==> src/rtl/uartx_pkg.sv <==
package uartx_pkg;

    localparam int DATA_W   = 8;
    localparam int BRK_LOW  = 12;
    localparam int SH_W     = BRK_LOW + 2;
    localparam int NORM_LEN = DATA_W + 2;
    localparam int CNT_W    = $clog2(SH_W + 1);

    typedef logic [SH_W-1:0]   frame_vec_t;
    typedef logic [CNT_W-1:0]  bitcnt_t;
    typedef logic [DATA_W-1:0] byte_t;

    typedef enum logic {
        KIND_DATA = 1'b0,
        KIND_BRK  = 1'b1
    } frame_kind_e;

    typedef struct packed {
        frame_kind_e kind;
        bitcnt_t     left;
        frame_vec_t  bits;
        logic        busy;
    } shift_state_t;

    localparam shift_state_t SHIFT_IDLE = '{kind: KIND_DATA, left: '0, bits: '1, busy: 1'b0};

    // Bit 0 of the vector is sent first.
    function automatic frame_vec_t build_frame(frame_kind_e k, byte_t d);
        frame_vec_t v;
        v = '1;
        if (k == KIND_BRK) begin
            v[BRK_LOW:0] = '0;
        end else begin
            v[0]        = 1'b0;
            v[DATA_W:1] = d;
        end
        return v;
    endfunction

    function automatic bitcnt_t frame_len(frame_kind_e k);
        return (k == KIND_BRK) ? bitcnt_t'(SH_W) : bitcnt_t'(NORM_LEN);
    endfunction

endpackage

==> src/rtl/uartx_hold_buf.sv <==
module uartx_hold_buf
    import uartx_pkg::*;
(
    input  logic  clk,
    input  logic  rst,
    input  logic  enable,
    input  logic  wr_en,
    input  byte_t wr_data,
    input  logic  take,
    output logic  full,
    output byte_t data,
    output logic  overrun
);

    logic  full_q;
    byte_t data_q;
    logic  ovr_q;

    always_ff @(posedge clk) begin
        if (rst || !enable) begin
            full_q <= 1'b0;
            data_q <= '0;
            ovr_q  <= 1'b0;
        end else begin
            ovr_q <= wr_en && full_q;
            if (wr_en && !full_q) begin
                full_q <= 1'b1;
                data_q <= wr_data;
            end else if (take) begin
                full_q <= 1'b0;
            end
        end
    end

    assign full    = full_q;
    assign data    = data_q;
    assign overrun = ovr_q;

    assert_take_from_full_R7: assert property (@(posedge clk) disable iff (rst)
        take |-> full_q);

    assert_drop_keeps_byte_R9: assert property (@(posedge clk) disable iff (rst)
        (enable && wr_en && full_q) |=> $stable(data_q));

    assert_overrun_cause_R9: assert property (@(posedge clk) disable iff (rst)
        ovr_q |-> $past(wr_en && full_q && enable));

endmodule

==> src/rtl/uartx_brk_ctl.sv <==
module uartx_brk_ctl (
    input  logic clk,
    input  logic rst,
    input  logic enable,
    input  logic brk_wr,
    input  logic brk_wdata,
    input  logic brk_done,
    output logic brk_q
);

    logic flag_q;

    always_ff @(posedge clk) begin
        if (rst || !enable) begin
            flag_q <= 1'b0;
        end else if (brk_wr) begin
            flag_q <= brk_wdata;
        end else if (brk_done) begin
            flag_q <= 1'b0;
        end
    end

    assign brk_q = flag_q;

    assert_brk_autoclear_R4: assert property (@(posedge clk) disable iff (rst)
        (enable && brk_done && !brk_wr) |=> !flag_q);

    assert_disable_clears_brk_R10: assert property (@(posedge clk) disable iff (rst)
        !enable |=> !flag_q);

endmodule

==> src/rtl/uartx_shifter.sv <==
module uartx_shifter
    import uartx_pkg::*;
(
    input  logic  clk,
    input  logic  rst,
    input  logic  enable,
    input  logic  tick,
    input  logic  hold_full,
    input  byte_t hold_data,
    input  logic  brk_bit,
    output logic  take,
    output logic  brk_done,
    output logic  busy,
    output logic  tx
);

    shift_state_t st_q, st_d;
    logic         last;
    frame_kind_e  kind_n;

    always_comb begin
        st_d     = st_q;
        take     = 1'b0;
        brk_done = 1'b0;
        last     = st_q.busy && (st_q.left == bitcnt_t'(1));
        if (enable && tick && last && (st_q.kind == KIND_BRK)) begin
            brk_done = 1'b1;
        end
        // A bit being cleared on this tick does not apply to the next frame.
        kind_n = (brk_bit && !brk_done) ? KIND_BRK : KIND_DATA;
        if (enable && tick) begin
            if (hold_full && (!st_q.busy || last)) begin
                take      = 1'b1;
                st_d.kind = kind_n;
                st_d.bits = build_frame(kind_n, hold_data);
                st_d.left = frame_len(kind_n);
                st_d.busy = 1'b1;
            end else if (st_q.busy) begin
                if (last) begin
                    st_d = SHIFT_IDLE;
                end else begin
                    st_d.bits = {1'b1, st_q.bits[SH_W-1:1]};
                    st_d.left = st_q.left - bitcnt_t'(1);
                end
            end
        end
    end

    always_ff @(posedge clk) begin
        if (rst || !enable) begin
            st_q <= SHIFT_IDLE;
        end else begin
            st_q <= st_d;
        end
    end

    assign busy = st_q.busy;
    assign tx   = st_q.busy ? st_q.bits[0] : 1'b1;

    assert_break_bits_low_R3: assert property (@(posedge clk) disable iff (rst)
        (st_q.busy && st_q.kind == KIND_BRK && st_q.left > bitcnt_t'(1)) |-> !tx);

    assert_bit_held_between_ticks_R1: assert property (@(posedge clk) disable iff (rst)
        (enable && st_q.busy && !tick) |=> (!enable || $stable(tx)));

    assert_count_in_range_R8: assert property (@(posedge clk) disable iff (rst)
        st_q.busy |-> (st_q.left != '0 && st_q.left <= bitcnt_t'(SH_W)));

    assert_idle_after_disable_R10: assert property (@(posedge clk) disable iff (rst)
        !enable |=> (tx && !st_q.busy));

endmodule

==> src/rtl/uartx_brk_tx.sv <==
module uartx_brk_tx
    import uartx_pkg::*;
(
    input  logic        clk,
    input  logic        rst,
    input  logic        tx_enable,
    input  logic        wr_en,
    input  logic [7:0]  wr_data,
    input  logic        brk_wr,
    input  logic        brk_wdata,
    input  logic        baud_tick,
    output logic        tx,
    output logic        buf_empty,
    output logic        shift_empty,
    output logic        brk_flag,
    output logic        overrun
);

    logic  take;
    logic  full;
    byte_t hold_data;
    logic  brk_done;
    logic  brk_q;
    logic  busy;

    uartx_hold_buf u_hold (
        .clk     (clk),
        .rst     (rst),
        .enable  (tx_enable),
        .wr_en   (wr_en),
        .wr_data (wr_data),
        .take    (take),
        .full    (full),
        .data    (hold_data),
        .overrun (overrun)
    );

    uartx_brk_ctl u_brk (
        .clk       (clk),
        .rst       (rst),
        .enable    (tx_enable),
        .brk_wr    (brk_wr),
        .brk_wdata (brk_wdata),
        .brk_done  (brk_done),
        .brk_q     (brk_q)
    );

    uartx_shifter u_shift (
        .clk       (clk),
        .rst       (rst),
        .enable    (tx_enable),
        .tick      (baud_tick),
        .hold_full (full),
        .hold_data (hold_data),
        .brk_bit   (brk_q),
        .take      (take),
        .brk_done  (brk_done),
        .busy      (busy),
        .tx        (tx)
    );

    assign buf_empty   = !full;
    assign shift_empty = !busy;
    assign brk_flag    = brk_q;

    assert_empty_line_high_R2: assert property (@(posedge clk) disable iff (rst)
        shift_empty |-> tx);

    assert_back_to_back_R6: assert property (@(posedge clk) disable iff (rst)
        (tx_enable && baud_tick && brk_done && full) |=> !shift_empty);

endmodule

==> config.mk <==
export PLATFORM = sky130hd
export DESIGN_NAME = uartx_brk_tx
export DESIGN_NICKNAME = d
export VERILOG_FILES = /design/src/rtl/uartx_pkg.sv /design/src/rtl/uartx_hold_buf.sv /design/src/rtl/uartx_brk_ctl.sv /design/src/rtl/uartx_shifter.sv /design/src/rtl/uartx_brk_tx.sv
export SDC_FILE = /design/constraint.sdc
export NUM_CORES = 1
export LEC_CHECK = 0
export ABC_CLOCK_PERIOD_IN_PS = 4500
export CORE_MARGIN = 2
export CORE_UTILIZATION = 30
export DETAILED_ROUTE_END_ITERATION = 10
export PLACE_DENSITY_LB_ADDON = 0.2
export SKIP_LAST_GASP = 1
export SYNTH_ARGS = -nofsm -noshare
export SYNTH_HDL_FRONTEND = slang
export SYNTH_HIERARCHICAL = 1
export SYNTH_SLANG_ARGS = --single-unit
==> constraint.sdc <==
create_clock -name clk -period 4.5 [get_ports clk]
set_input_delay 0.9 -clock clk [delete_from_list [all_inputs] [get_ports clk]]
set_output_delay 0.9 -clock clk [all_outputs]
set_load 0.05 [all_outputs]
==> qor.yml <==
status: "finished clean"
cp-startpoint: "u_hold/full"
critPathMaxStageDelay_ps: 810
wl_per_cell_um: 12.87
grt_overflow: 0
chipHeight_um: 74.42
critical_path_class: "reg -> out"
cpMaxStageDelayCell: "dfxtp_1"
syn_avg_cell_area_um2: 8.501
grt_max_degree: 25
peakVddDrop_mv: 0.1998
layout_min_cycle_time_ps: 2799
fin_crit_sh: 0.6220
drt-vias-per-instance: 4.988
synth_top_cells_by_area: "dfxtp_1, o21ai_0, a21oi_1"
drt_iter0_markers: 49
cts_inserted_buffers: 5
hold_viol: 0
nets: 207
io_buffers: 19
critical_path.top_delay_family: "flip-flops"
clockBufferDepth: 2
die-area_mm2: 0.005538
start_util: 0.3129
r2r_start: "u_shift/st_q[15]"
cp.required_ps: 3600
path_buf_inv: 2
critPathArrivalTime_ps: 1900
firstDrtPassIters: 4
yosysSeqAreaShare: 0.4172
post-dp-hpwl_mm: 2.311
core_mm2: 0.004755
grt_use_total: 0.1331
row_count: 25
drt_wl_total_mm: 3.294
tightest_slew_ps: 948.6
vias: 1277
ys_types: 37
layout_setup_ws_ps: 1701
p_per_area_mw_per_mm2: 300.7
slew-limit-headroom: 0.3648
min_path_type: "reg -> reg"
synth_top_area_cell: "dfxtp_1"
ys_ff_latch: 31
drive_gt1_frac: 0.06349
start_kind: "flip-flop"
hold_buffers: 0
clock_latency_ps: 270
antenna_found_initial: 0
ios: 20
grt_pass1_vias: 1265
syn_to_final_growth_pct: 17.16
dp_slack_ps: 1774
fin_skew_ps: 4.137
cp_cell_sequence: "inv_1, clkdlybuf4s50_1"
die_w_um: 74.42
cts_root_buffer: "clkbuf_8"
final-setup-viol-count: 0
drtAntennaViolNets: 0
cts_tree: "built"
hp-start: "u_shift/st_q[14]"
rsz0062_at_grt: "no"
drv_cap: 0
synth_nets: 192
clock-sinks: 31
drc: 0
htree_levels: 2
grt_pass1_wl_mm: 5.630
tns_ps: 0
n_antenna_cell: 0
p_leak_uw: 0.0006002
path_clk_slew_ps: 60
r2r_slack_ps: 2370
synthCells: 175
cts_resized: 0
crit_path_end_kind: "output port"
yosys_warnings: 6
post_cts_buffers: 0
drv_slew: 0
yosysTopAreaCellShare: 0.4172
gp_congestion: 0.8145
synth_area_mm2: 0.001488
crit_fanout: 24
fmax_mhz: 357.3
## placed cells by master, fill, tap and decap left out, types with 6 or more instances in the layout
cell,synthesis,final
o22a_1,8,8
nand2b_1,6,6
clkdlybuf4s50_1,0,19
dfxtp_1,31,31
o21ai_0,18,18
a21oi_1,17,17
nand2_1,21,21
nor2_1,18,18
and3_1,10,10
## flip-flops by register name, summed over array words and instances, names as in the netlist
name	cells
u_shift/busy	1
u_hold/overrun	1
u_hold/full	1
u_shift/st_q	19
u_brk/brk_q	1
u_hold/data	8
## cell families after synthesis
group	synth area share
and+or+nand+nor	0.2338
muxes	0.006729
DFF	0.4172
adders and majority gates	0.01682
buffers and inverters	0.07400
AOI/OAI and AO/OA	0.2515
## worst register-to-register path, stage by stage, from the launching register on
cell and delay (ps):
dfxtp_1 420, ha_1 200, nor3b_2 770, a21boi_0 340
o21ai_0 180, a21oi_1 90
## layer usage
metal / routed length [um] / GRT usage / vias to the layer above
li1: - / - / 640
met1: 1574 / 0.1696 / 592
met2: 1543 / 0.2065 / 43
met3: 142 / 0.03930 / 2
met4: 34 / 0.06349 / 0
met5: 0 / 0 / -
## per-stage QoR
stage / area, um^2 / util / instances / total power, uW / hold slack [ps]
CTS: 1743 / 0.3666 / 256 / 533.8 / 453.6
finish: 1743 / 0.3666 / 256 / 524.1 / 449.8
floorplan: 1488 / - / 175 / 321.0 / 411.4
global route: 1743 / 0.3666 / 256 / 551.9 / 476.2
detailed placement: 1670 / 0.3513 / 250 / 338.0 / 439.1
global placement: 1670 / 0.3513 / 250 / 336.7 / 428.1
## cell type report
type | instances | area, um^2
multi-input combinational | 128 | 757.0
timing repair buffer | 19 | 190.2
sequential | 31 | 620.6
tap | 67 | 83.83
inverter | 5 | 18.77
clock buffer | 6 | 72.57
fill | 516 | 3012
## Yosys cell counts
cell,n
dfxtp_1,31
nand2_1,21
nor2_1,18
o21ai_0,18
a21oi_1,17
and3_1,10
o22a_1,8
buf_6,6
nand2b_1,6
inv_1,5
buf_2,3
nor2b_1,3
a211o_1,2
ha_1,2
nand3_1,2
or3b_1,2
a21boi_0,1
a21boi_2,1
a21oi_2,1
a221oi_1,1
a22oi_1,1
a22oi_4,1
a31oi_1,1
and2_2,1
clkbuf_1,1
clkbuf_2,1
mux2i_1,1
nand4_1,1
nor3_1,1
nor3b_2,1
o211ai_1,1
o21ai_4,1
o31ai_1,1
o41ai_1,1
or2_2,1
or2b_1,1
or4b_1,1
## final timing paths
check,depth (start not counted),end
min,1,u_shift/st_q[14]
max reg2reg,5,u_shift/st_q[10]
max,2,buf_empty
min reg2reg,1,u_shift/st_q[14]
## report_power, final
group	total (uW)	internal (uW)	leakage [uW]	switching, uW
combinational	45.2	21.3	0.000311	24.0
clock	192	103	0.0000371	89.3
sequential	287	280	0.000252	6.39
Power figures use the tool's default switching activity.
